<file path="config.mk">
export PLATFORM = sky130hd
export DESIGN_NAME = adc_trig_ctrl
export DESIGN_NICKNAME = d
export VERILOG_FILES = /design/src/rtl/adc_trig_pkg.sv /design/src/rtl/adc_trig_src_sel.sv /design/src/rtl/adc_trig_seq.sv /design/src/rtl/adc_result_guard.sv /design/src/rtl/adc_trig_ctrl.sv
export SDC_FILE = /design/constraint.sdc
export NUM_CORES = 1
export LEC_CHECK = 0
export ABC_CLOCK_PERIOD_IN_PS = 2600
export CORE_UTILIZATION = 25
export CTS_CLUSTER_DIAMETER = 80
export DETAILED_ROUTE_END_ITERATION = 16
export GPL_ROUTABILITY_DRIVEN = 0
export HOLD_SLACK_MARGIN = 0.02
export PLACE_DENSITY = 0.63
export SYNTH_ARGS = -nofsm -noshare
export SYNTH_HDL_FRONTEND = slang
export SYNTH_HIERARCHICAL = 1
export SYNTH_SLANG_ARGS = --single-unit
export TNS_END_PERCENT = 1
</file>
<file path="constraint.sdc">
create_clock -name clk -period 2.6 [get_ports clk]
set_input_delay 0.52 -clock clk [delete_from_list [all_inputs] [get_ports clk]]
set_output_delay 0.52 -clock clk [all_outputs]
set_load 0.02 [all_outputs]
</file>
<file path="src/rtl/adc_trig_pkg.sv">
package adc_trig_pkg;
    localparam int SEL_W      = 4;
    localparam int RES_W      = 10;
    localparam int LO_W       = 8;
    localparam int N_TMR_FLAG = 6;
    localparam int N_SYNC     = 3;
    localparam int N_CMP      = 4;
    localparam int N_FLAG     = N_TMR_FLAG + N_CMP;

    typedef enum logic [1:0] {
        SEQ_IDLE     = 2'd0,
        SEQ_BUSY     = 2'd1,
        SEQ_RELAUNCH = 2'd2
    } seq_state_t;

    typedef enum logic {
        GRD_OPEN   = 1'b0,
        GRD_LOCKED = 1'b1
    } grd_state_t;

    typedef enum logic [1:0] {
        SRC_NONE = 2'd0,
        SRC_FLAG = 2'd1,
        SRC_SYNC = 2'd2
    } src_kind_t;
endpackage

</file>
<file path="src/rtl/adc_trig_src_sel.sv">
module adc_trig_src_sel
    import adc_trig_pkg::*;
#(
    parameter int SW     = SEL_W,
    parameter int NTF    = N_TMR_FLAG,
    parameter int NSY    = N_SYNC,
    parameter int NCM    = N_CMP
) (
    input  logic               clk,
    input  logic               rst_n,
    input  logic               auto_en,
    input  logic [SW-1:0]      trig_sel,
    input  logic [NTF+NCM-1:0] evt_flag,
    input  logic [NSY-1:0]     sync_pulse,
    input  logic               idle,
    output logic               auto_evt
);
    localparam int SYNC_BASE = NTF + 1;
    localparam int CMP_BASE  = NTF + NSY + 1;

    src_kind_t     kind;
    logic          lvl;
    logic [SW-1:0] sel_q;
    logic          prev_lvl;
    logic          sel_changed;
    logic          flag_edge;
    logic          sync_hit;

    // decode the select code into a source class and its present level
    always_comb begin
        kind = SRC_NONE;
        lvl  = 1'b0;
        for (int i = 0; i < NTF; i++) begin
            if (trig_sel == SW'(i + 1)) begin
                kind = SRC_FLAG;
                lvl  = evt_flag[i];
            end
        end
        for (int i = 0; i < NSY; i++) begin
            if (trig_sel == SW'(SYNC_BASE + i)) begin
                kind = SRC_SYNC;
                lvl  = sync_pulse[i];
            end
        end
        for (int i = 0; i < NCM; i++) begin
            if (trig_sel == SW'(CMP_BASE + i)) begin
                kind = SRC_FLAG;
                lvl  = evt_flag[NTF + i];
            end
        end
    end

    // the detector always follows the selected source, so a new code starts clean
    always_ff @(posedge clk) begin
        if (!rst_n) begin
            sel_q    <= '0;
            prev_lvl <= 1'b0;
        end else begin
            sel_q    <= trig_sel;
            prev_lvl <= lvl;
        end
    end

    assign sel_changed = (trig_sel != sel_q);
    assign flag_edge   = (kind == SRC_FLAG) && lvl && !prev_lvl && !sel_changed;
    assign sync_hit    = (kind == SRC_SYNC) && lvl && idle && !sel_changed;
    assign auto_evt    = auto_en && (flag_edge || sync_hit);
endmodule

</file>
<file path="src/rtl/adc_trig_seq.sv">
module adc_trig_seq
    import adc_trig_pkg::*;
(
    input  logic clk,
    input  logic rst_n,
    input  logic start_req,
    input  logic auto_evt,
    input  logic free_run,
    input  logic conv_done,
    output logic soc,
    output logic busy,
    output logic idle
);
    seq_state_t state, state_nx;
    logic       launch;

    always_comb begin
        state_nx = state;
        launch   = 1'b0;
        unique case (state)
            SEQ_IDLE: begin
                if (start_req || auto_evt) begin
                    launch   = 1'b1;
                    state_nx = SEQ_BUSY;
                end
            end
            SEQ_BUSY: begin
                if (conv_done) begin
                    state_nx = free_run ? SEQ_RELAUNCH : SEQ_IDLE;
                end
            end
            SEQ_RELAUNCH: begin
                launch   = 1'b1;
                state_nx = SEQ_BUSY;
            end
            default: state_nx = SEQ_IDLE;
        endcase
    end

    always_ff @(posedge clk) begin
        if (!rst_n) state <= SEQ_IDLE;
        else        state <= state_nx;
    end

    always_ff @(posedge clk) begin
        if (!rst_n) soc <= 1'b0;
        else        soc <= launch;
    end

    assign busy = (state == SEQ_BUSY);
    assign idle = (state == SEQ_IDLE);
endmodule

</file>
<file path="src/rtl/adc_result_guard.sv">
module adc_result_guard
    import adc_trig_pkg::*;
#(
    parameter int RW = RES_W,
    parameter int BW = LO_W
) (
    input  logic          clk,
    input  logic          rst_n,
    input  logic          conv_done,
    input  logic [RW-1:0] conv_result,
    input  logic          rd_lo,
    input  logic          rd_hi,
    output logic [BW-1:0] res_lo,
    output logic [BW-1:0] res_hi,
    output logic          locked
);
    localparam int HI_BITS = RW - BW;
    localparam int HI_PAD  = BW - HI_BITS;

    grd_state_t    state, state_nx;
    logic [RW-1:0] res_q;
    logic          capture;

    always_comb begin
        state_nx = state;
        unique case (state)
            GRD_OPEN:   if (rd_lo) state_nx = GRD_LOCKED;
            GRD_LOCKED: if (rd_hi) state_nx = GRD_OPEN;
            default:    state_nx = GRD_OPEN;
        endcase
    end

    always_ff @(posedge clk) begin
        if (!rst_n) state <= GRD_OPEN;
        else        state <= state_nx;
    end

    // a done strobe in the cycle of the low read already belongs to the lock
    assign capture = conv_done && (state == GRD_OPEN) && !rd_lo;

    always_ff @(posedge clk) begin
        if (!rst_n)       res_q <= '0;
        else if (capture) res_q <= conv_result;
    end

    assign res_lo = res_q[BW-1:0];
    assign res_hi = {{HI_PAD{1'b0}}, res_q[RW-1:BW]};
    assign locked = (state == GRD_LOCKED);
endmodule

</file>
<file path="src/rtl/adc_trig_ctrl.sv">
module adc_trig_ctrl
    import adc_trig_pkg::*;
#(
    parameter int SW  = SEL_W,
    parameter int RW  = RES_W,
    parameter int BW  = LO_W,
    parameter int NTF = N_TMR_FLAG,
    parameter int NSY = N_SYNC,
    parameter int NCM = N_CMP
) (
    input  logic               clk,
    input  logic               rst_n,
    input  logic               auto_en,
    input  logic [SW-1:0]      trig_sel,
    input  logic [NTF+NCM-1:0] evt_flag,
    input  logic [NSY-1:0]     sync_pulse,
    input  logic               start_req,
    input  logic               conv_done,
    input  logic [RW-1:0]      conv_result,
    input  logic               rd_lo,
    input  logic               rd_hi,
    output logic               soc,
    output logic               busy,
    output logic [BW-1:0]      res_lo,
    output logic [BW-1:0]      res_hi
);
    logic auto_evt;
    logic seq_idle;
    logic free_run;
    logic guard_locked;

    assign free_run = auto_en && (trig_sel == '0);

    adc_trig_src_sel #(.SW(SW), .NTF(NTF), .NSY(NSY), .NCM(NCM)) u_src (
        .clk        (clk),
        .rst_n      (rst_n),
        .auto_en    (auto_en),
        .trig_sel   (trig_sel),
        .evt_flag   (evt_flag),
        .sync_pulse (sync_pulse),
        .idle       (seq_idle),
        .auto_evt   (auto_evt)
    );

    adc_trig_seq u_seq (
        .clk       (clk),
        .rst_n     (rst_n),
        .start_req (start_req),
        .auto_evt  (auto_evt),
        .free_run  (free_run),
        .conv_done (conv_done),
        .soc       (soc),
        .busy      (busy),
        .idle      (seq_idle)
    );

    adc_result_guard #(.RW(RW), .BW(BW)) u_guard (
        .clk         (clk),
        .rst_n       (rst_n),
        .conv_done   (conv_done),
        .conv_result (conv_result),
        .rd_lo       (rd_lo),
        .rd_hi       (rd_hi),
        .res_lo      (res_lo),
        .res_hi      (res_hi),
        .locked      (guard_locked)
    );
endmodule

</file>
After elaboration in Yosys (flattened, before gate mapping)

Index checks and enable logic that the tools add are counted.

Equal/unequal tests: 20
Muxes and demuxes: 35
Bitwise gates (word level): 1
Reductions and logical operators: 18

Operators by type and width:

| kind                 | number |
|---|---|
| $eq A4 B4 Y1 const B | 6 |
| $mux W1              | 22 |
| $mux W2              | 10 |
| $eq A4 B3 Y1 const B | 4 |
| $logic_and A1 B1 Y1  | 10 |
| $eq A4 B2 Y1 const B | 2 |
| $pmux W2 S3          | 1 |
| $eq A2 B1 Y1 const B | 2 |
| $eq A2 B2 Y1 const B | 2 |
| $eq A4 B1 Y1 const B | 1 |
| $logic_not A4 Y1     | 1 |
| $ne A4 B4 Y1         | 1 |
| $pmux W1 S2          | 2 |
| $logic_not A1 Y1     | 3 |
| $logic_not A2 Y1     | 1 |
| $logic_or A1 B1 Y1   | 2 |
| $ne A2 B1 Y1 const B | 1 |
| $ne A2 B2 Y1 const B | 1 |
| $reduce_and A2 Y1    | 1 |
| $not A1 Y1           | 1 |

Register bits after elaboration: 19
Input bits: 34
Output and inout port bits: 18
Logic and storage cells: 80

Logic depth before layout (Yosys ltp)

Gate-level depths: netlist of run 1.

Depth after elaboration: 23
Gate-level depth with buffers: 7
Mapped depth without buffers: 7

Cells and area by module

Netlist of run 1, hierarchy kept.

By module, submodules not included:

| module           | times used | cells each | area each (µm²) | seq. area each (µm²) |
|---|---|---|---|---|
| adc_result_guard | 1          | 55         | 499.2           | 220.2 |
| adc_trig_src_sel | 1          | 46         | 405.4           | 100.1 |
| adc_trig_seq     | 1          | 11         | 112.6           | 60.1 |
| adc_trig_ctrl    | 1          | 2          | 18.8            | 0.0 |

Least setup slack after synthesis of run 1

No wires, ideal clock.

Path type: input-to-reg
From: in trig_sel[0]
To: reg u_seq.state[0]
Library setup time: 115 ps
Arrival time: 1955 ps
Required time: 2485 ps
Path slack: 529 ps
Cell stages on the path: 6
Path buffers: 0
Cell sequence: mux4_1 nor2b_1 or3_4 a221oi_2 or4_1 and3_1

Word-level cells in the longest chain between the ends: 23
Elaborated cells on any way between the ends: 54
Classes of those cells: eq/ne: 17; mux: 26; reduce/logical: 11

RTL lines:

| item                                                        | line                                           | RTL |
|---|---|---|
| start: declaration                                          | adc_trig_ctrl.sv:14                            | `input logic [SW-1:0] trig_sel,` |
| $eq A4 B1 Y1                                                | adc_trig_src_sel.sv:34                         | `if (trig_sel == SW'(i + 1)) begin` |
| $mux W1 (6 in series)                                       | adc_trig_src_sel.sv:34                         |  |
| $mux W2 (3 in series)                                       | adc_trig_src_sel.sv:40                         | `if (trig_sel == SW'(SYNC_BASE + i)) begin` |
| $mux W2 (4 in series)                                       | adc_trig_src_sel.sv:46                         | `if (trig_sel == SW'(CMP_BASE + i)) begin` |
| $eq A2 B1 Y1 or $eq A2 B2 Y1 (tied branches)                | adc_trig_src_sel.sv:65, adc_trig_src_sel.sv:66 |  |
| $logic_and A1 B1 Y1, on equally long branches (3 in series) | adc_trig_src_sel.sv:65, adc_trig_src_sel.sv:66 |  |
| $logic_or A1 B1 Y1 *                                        | adc_trig_src_sel.sv:67                         | `assign auto_evt = auto_en && (flag_edge \|\| sync_hit);` |
| $logic_and A1 B1 Y1 *                                       | adc_trig_src_sel.sv:67                         |  |
| net auto_evt                                                | adc_trig_ctrl.sv:27                            | `logic auto_evt;` |
| $logic_or A1 B1 Y1 *                                        | adc_trig_seq.sv:22                             | `if (start_req \|\| auto_evt) begin` |
| $ne A2 B1 Y1 (no source line) *                             | --                                             |  |
| $reduce_and A2 Y1 (no source line) *                        | --                                             |  |
| end signal: assignment                                      | adc_trig_seq.sv:42                             | `else state <= state_nx;` |
| end: declaration                                            | adc_trig_seq.sv:14                             | `seq_state_t state, state_nx;` |

Mark *: on every way through the listed nets, which the timed path passes. The rest lies on a longest branch.
A chain may end at the register's enable or synchronous reset.

Worst setup path in the final report of run 1

Same ends and word-level chain as after synthesis.

==> results.txt, run 1 <==
----------------------------------------------------
[Clock tree]
  Hold bufs inserted after CTS ... 0
  Root cell of the clock tree ... clkbuf_8
  Clock tree from TritonCTS ... yes
  Number of gates given a new drive strength after cts ... 0
  Setup Fix Bufs, Post-CTS ... 0
  CTS Buf Count ... 3
  Number of clock sinks ... 19
  Clk buf depth ... 2
  Clock network latency to the later pin of the worst-skew pair ... 0.25 ns
  Clock H-tree levels ... 1
  Clock transition at the registers of the reported paths ... 0.07 ns

[Cells and area]
  Share of cells above drive strength 1 ... 9.259%
  Filler cell count in the final layout ... 404
  Layout Nets ... 197
  Ant diodes ... 0
  Area added between synthesis and finish ... 52.29%

[Drt]
  Final antenna-violating net count ... 0
  Detailed router's first-iteration violation count ... 13
  Per-cell via count in the routed design ... 4.453
  Detailed-route wire length per cell ... 11.68 µm
  Total iterations of the first detailed-routing run ... 4
  Post-detailed-route DRC marker count ... 0
  Total vias in the final route ... 944
  Drt total wl ... 2.477 mm

[Yosys]
  Most frequently used flop master after synthesis ... dfxtp_1
  Synthesis-stage register bit count ... 19
  Post-synth design cell area ... 1036 µm²
  Cells after Synth ... 114
  Number of flops mapped to enable cells by yosys ... 0
  Synthesized area per cell ... 9.088 µm²
  Total of warnings raised by yosys ... 6
  Number of unique standard cell types used by synthesis ... 40
  Fraction of the yosys area taken by sequential cells ... 36.71%
  Share of synthesized registers carrying an async set or reset ... 0%

[Hold path]
  Hold-critical path depth ... 2
  Min-Delay Path Class ... register to register
  Critical hold path startpoint ... u_guard/res_q[4]
  Worst hold endpoint ... u_guard/res_q[4]

[Placement]
  Post-placement setup slack ... -0.09882 ns
  Count of input and output buffers ... 45
  DP Wirelength ... 1.820 mm

[Setup path]
  Required time reported for the critical path endpoint ... 2.75 ns
  Depth of the most critical reg-to-reg path ... 7
  Register-to-register setup slack ... 0.87 ns
  Critical-path maximum fanout ... 2
  Critical setup path kind ... input port to register
  Capturing element type of the critical path ... register
  Startpoint class of the critical path ... input port
  Capture instance of the worst register-to-register path ... u_seq/state[0]
  Critical Path AT ... 2.59 ns
  Critical register-to-register path startpoint ... u_seq/state[0]

[Floorplanning]
  Core Rows ... 23
  Die height ... 66.38 µm
  Standard cell core area ... 4000 µm²
  I/O pin cnt ... 52
  Die X ... 66.38 µm
  Die Outline Area ... 4406 µm²
  Initial cell density of the core ... 25.90%

[Pwr]
  Static Leak ... 0.0006046 µW
  Maximum ir drop on the vdd rail ... 0.2245 mV
  Power density normalized to cell area ... 437.0 nW/µm²
  Total chip power ... 689.5 µW

[STA]
  Final setup TNS ... 0 ns
  Final number of hold-violating endpoints ... 0
  Skew final ... 0.001570 ns
  Max frequency ... 408.3 MHz
  Tcrit/Tclk final ... 94.19%
  Final worst setup slack ... 0.1510 ns
  Minimum hold slack ... 0.4587 ns
  Final setup violating endpoints ... 0
  Slew Viols, Final ... 0
  Clock period minus final worst setup slack ... 2.449 ns
  Setup repair after global routing missed its margin ... no

[Global route]
  Global-route usage over all layers ... 11.94%
  Total gr overflow ... 0
  Largest net degree at the start of global routing ... 30
  Initial antenna violation count ... 0
  First-pass GRT wire length ... 4.064 mm
  Vias in the first global route ... 947

[Flow run]
  Total of max-cap violations ... 0

[Status]
  Result of the run ... complete, no violations

----------------------------------------------------
## placed cells by master (no fill, tap or decap), types with 2 or more instances in the layout
| master | netlist | layout |
|---|---|---|
| a21boi_1 | 2 | 2 |
| a21oi_1 | 4 | 4 |
| and2_1 | 4 | 4 |
| buf_4 | 6 | 6 |
| clkbuf_8 | 0 | 3 |
| clkdlybuf4s50_1 | 0 | 45 |
| conb_1 | 1 | 6 |
| dfxtp_1 | 19 | 19 |
| inv_1 | 2 | 2 |
| mux2i_1 | 10 | 10 |
| nand2_1 | 20 | 20 |
| nand2b_1 | 4 | 4 |
| nor2_1 | 2 | 2 |
| nor2b_1 | 3 | 3 |
| nor3_1 | 2 | 2 |
| o21ai_0 | 4 | 4 |
| xor2_1 | 3 | 3 |
## metal layers
metal	vias up	global-route usage, %	routed length (µm)
li1	476	-	-
met1	425	13.42	1066
met2	41	20.92	1137
met3	2	3.448	258
met4	0	4.787	15
met5	-	0	0
## flip-flops by register name, indices dropped and copies added (netlist names)
register / flops
u_guard/locked: 1
u_src/sel_q: 4
u_seq/state: 2
u_guard/res_q: 10
u_seq/soc: 1
u_src/prev_lvl: 1
## synthesized netlist by cell type, types with 2 or more instances
cell type   n  area (µm²)
a21boi_1    2       15.01
a21oi_1     4       20.02
and2_1      4       25.02
buf_2       4       20.02
buf_4       6       45.04
dfxtp_1    19       380.4
inv_1       2       7.510
mux2i_1    10       100.1
nand2_1    20       75.07
nand2b_1    4       25.02
nor2_1      2       7.510
nor2b_1     3       18.77
nor3_1      2       10.01
o21ai_0     4       20.02
xor2_1      3       26.28
## logic make-up after synthesis
group,Yosys count,synth area share [%]
other cells,1,0.3620
buf+inv,14,8.454
mux,12,13.29
compound gates,15,10.02
simple gates,49,27.78
flops,19,36.71
xor+xnor,4,3.382
## critical path: stages
cell	delay (ns)
clkdlybuf4s50_1	0.51
mux4_1	0.57
nor2b_1	0.13
or3_4	0.14
a221oi_2	0.06
or4_1	0.47
and3_1	0.19
## cell type report
cell class                 count  area, µm²  area share [%]
inverter                       2      7.507          0.4758
multi-input combinational     86      586.8           37.19
clock buffer                   4      45.04           2.855
sequential                    19      380.4           24.11
tap                           50      62.56           3.965
timing repair buffer          51      495.5           31.40
## where the power goes
| group | switching [µW] | leakage, µW | internal [µW] | total (µW) |
|---|---|---|---|---|
| Sequential | 8.43 | 0.000156 | 307 | 315 |
| Clock | 91.7 | 0.0000228 | 109 | 200 |
| Combinational | 74.3 | 0.000426 | 99.6 | 174 |
| Total | 174 | 0.000605 | 515 | 690 |
## worst max-delay path by stage
stage / cells after the start / slack (ns) / from / to
final: 7 / 0.15 / trig_sel[0] / u_seq/state[0]
after floorplan: 6 / 0.53 / trig_sel[0] / u_seq/state[0]
after detailed placement: 7 / -0.1 / trig_sel[0] / u_seq/state[0]
after global placement: 7 / -0.05 / trig_sel[0] / u_seq/state[0]
after CTS: 7 / 0.15 / trig_sel[0] / u_seq/state[0]
after global routing: 7 / 0.08 / trig_sel[0] / u_seq/state[0]
## through the flow
step	utilization [%]	cells	instance area, µm²
after floorplan	-	119	1055
after global placement	38.32	208	1533
after detailed placement	38.32	208	1533
after CTS	39.44	212	1578
after global routing	39.44	212	1578
final	39.44	212	1578
No activity file was read; power rests on OpenSTA's default activity.
==> run 2: changes to the inputs <==
Settings changed: CTS_CLUSTER_DIAMETER 80 to unset.
==> results of run 2 <==
Final layout, timing and power as in run 1 (identical DEF).
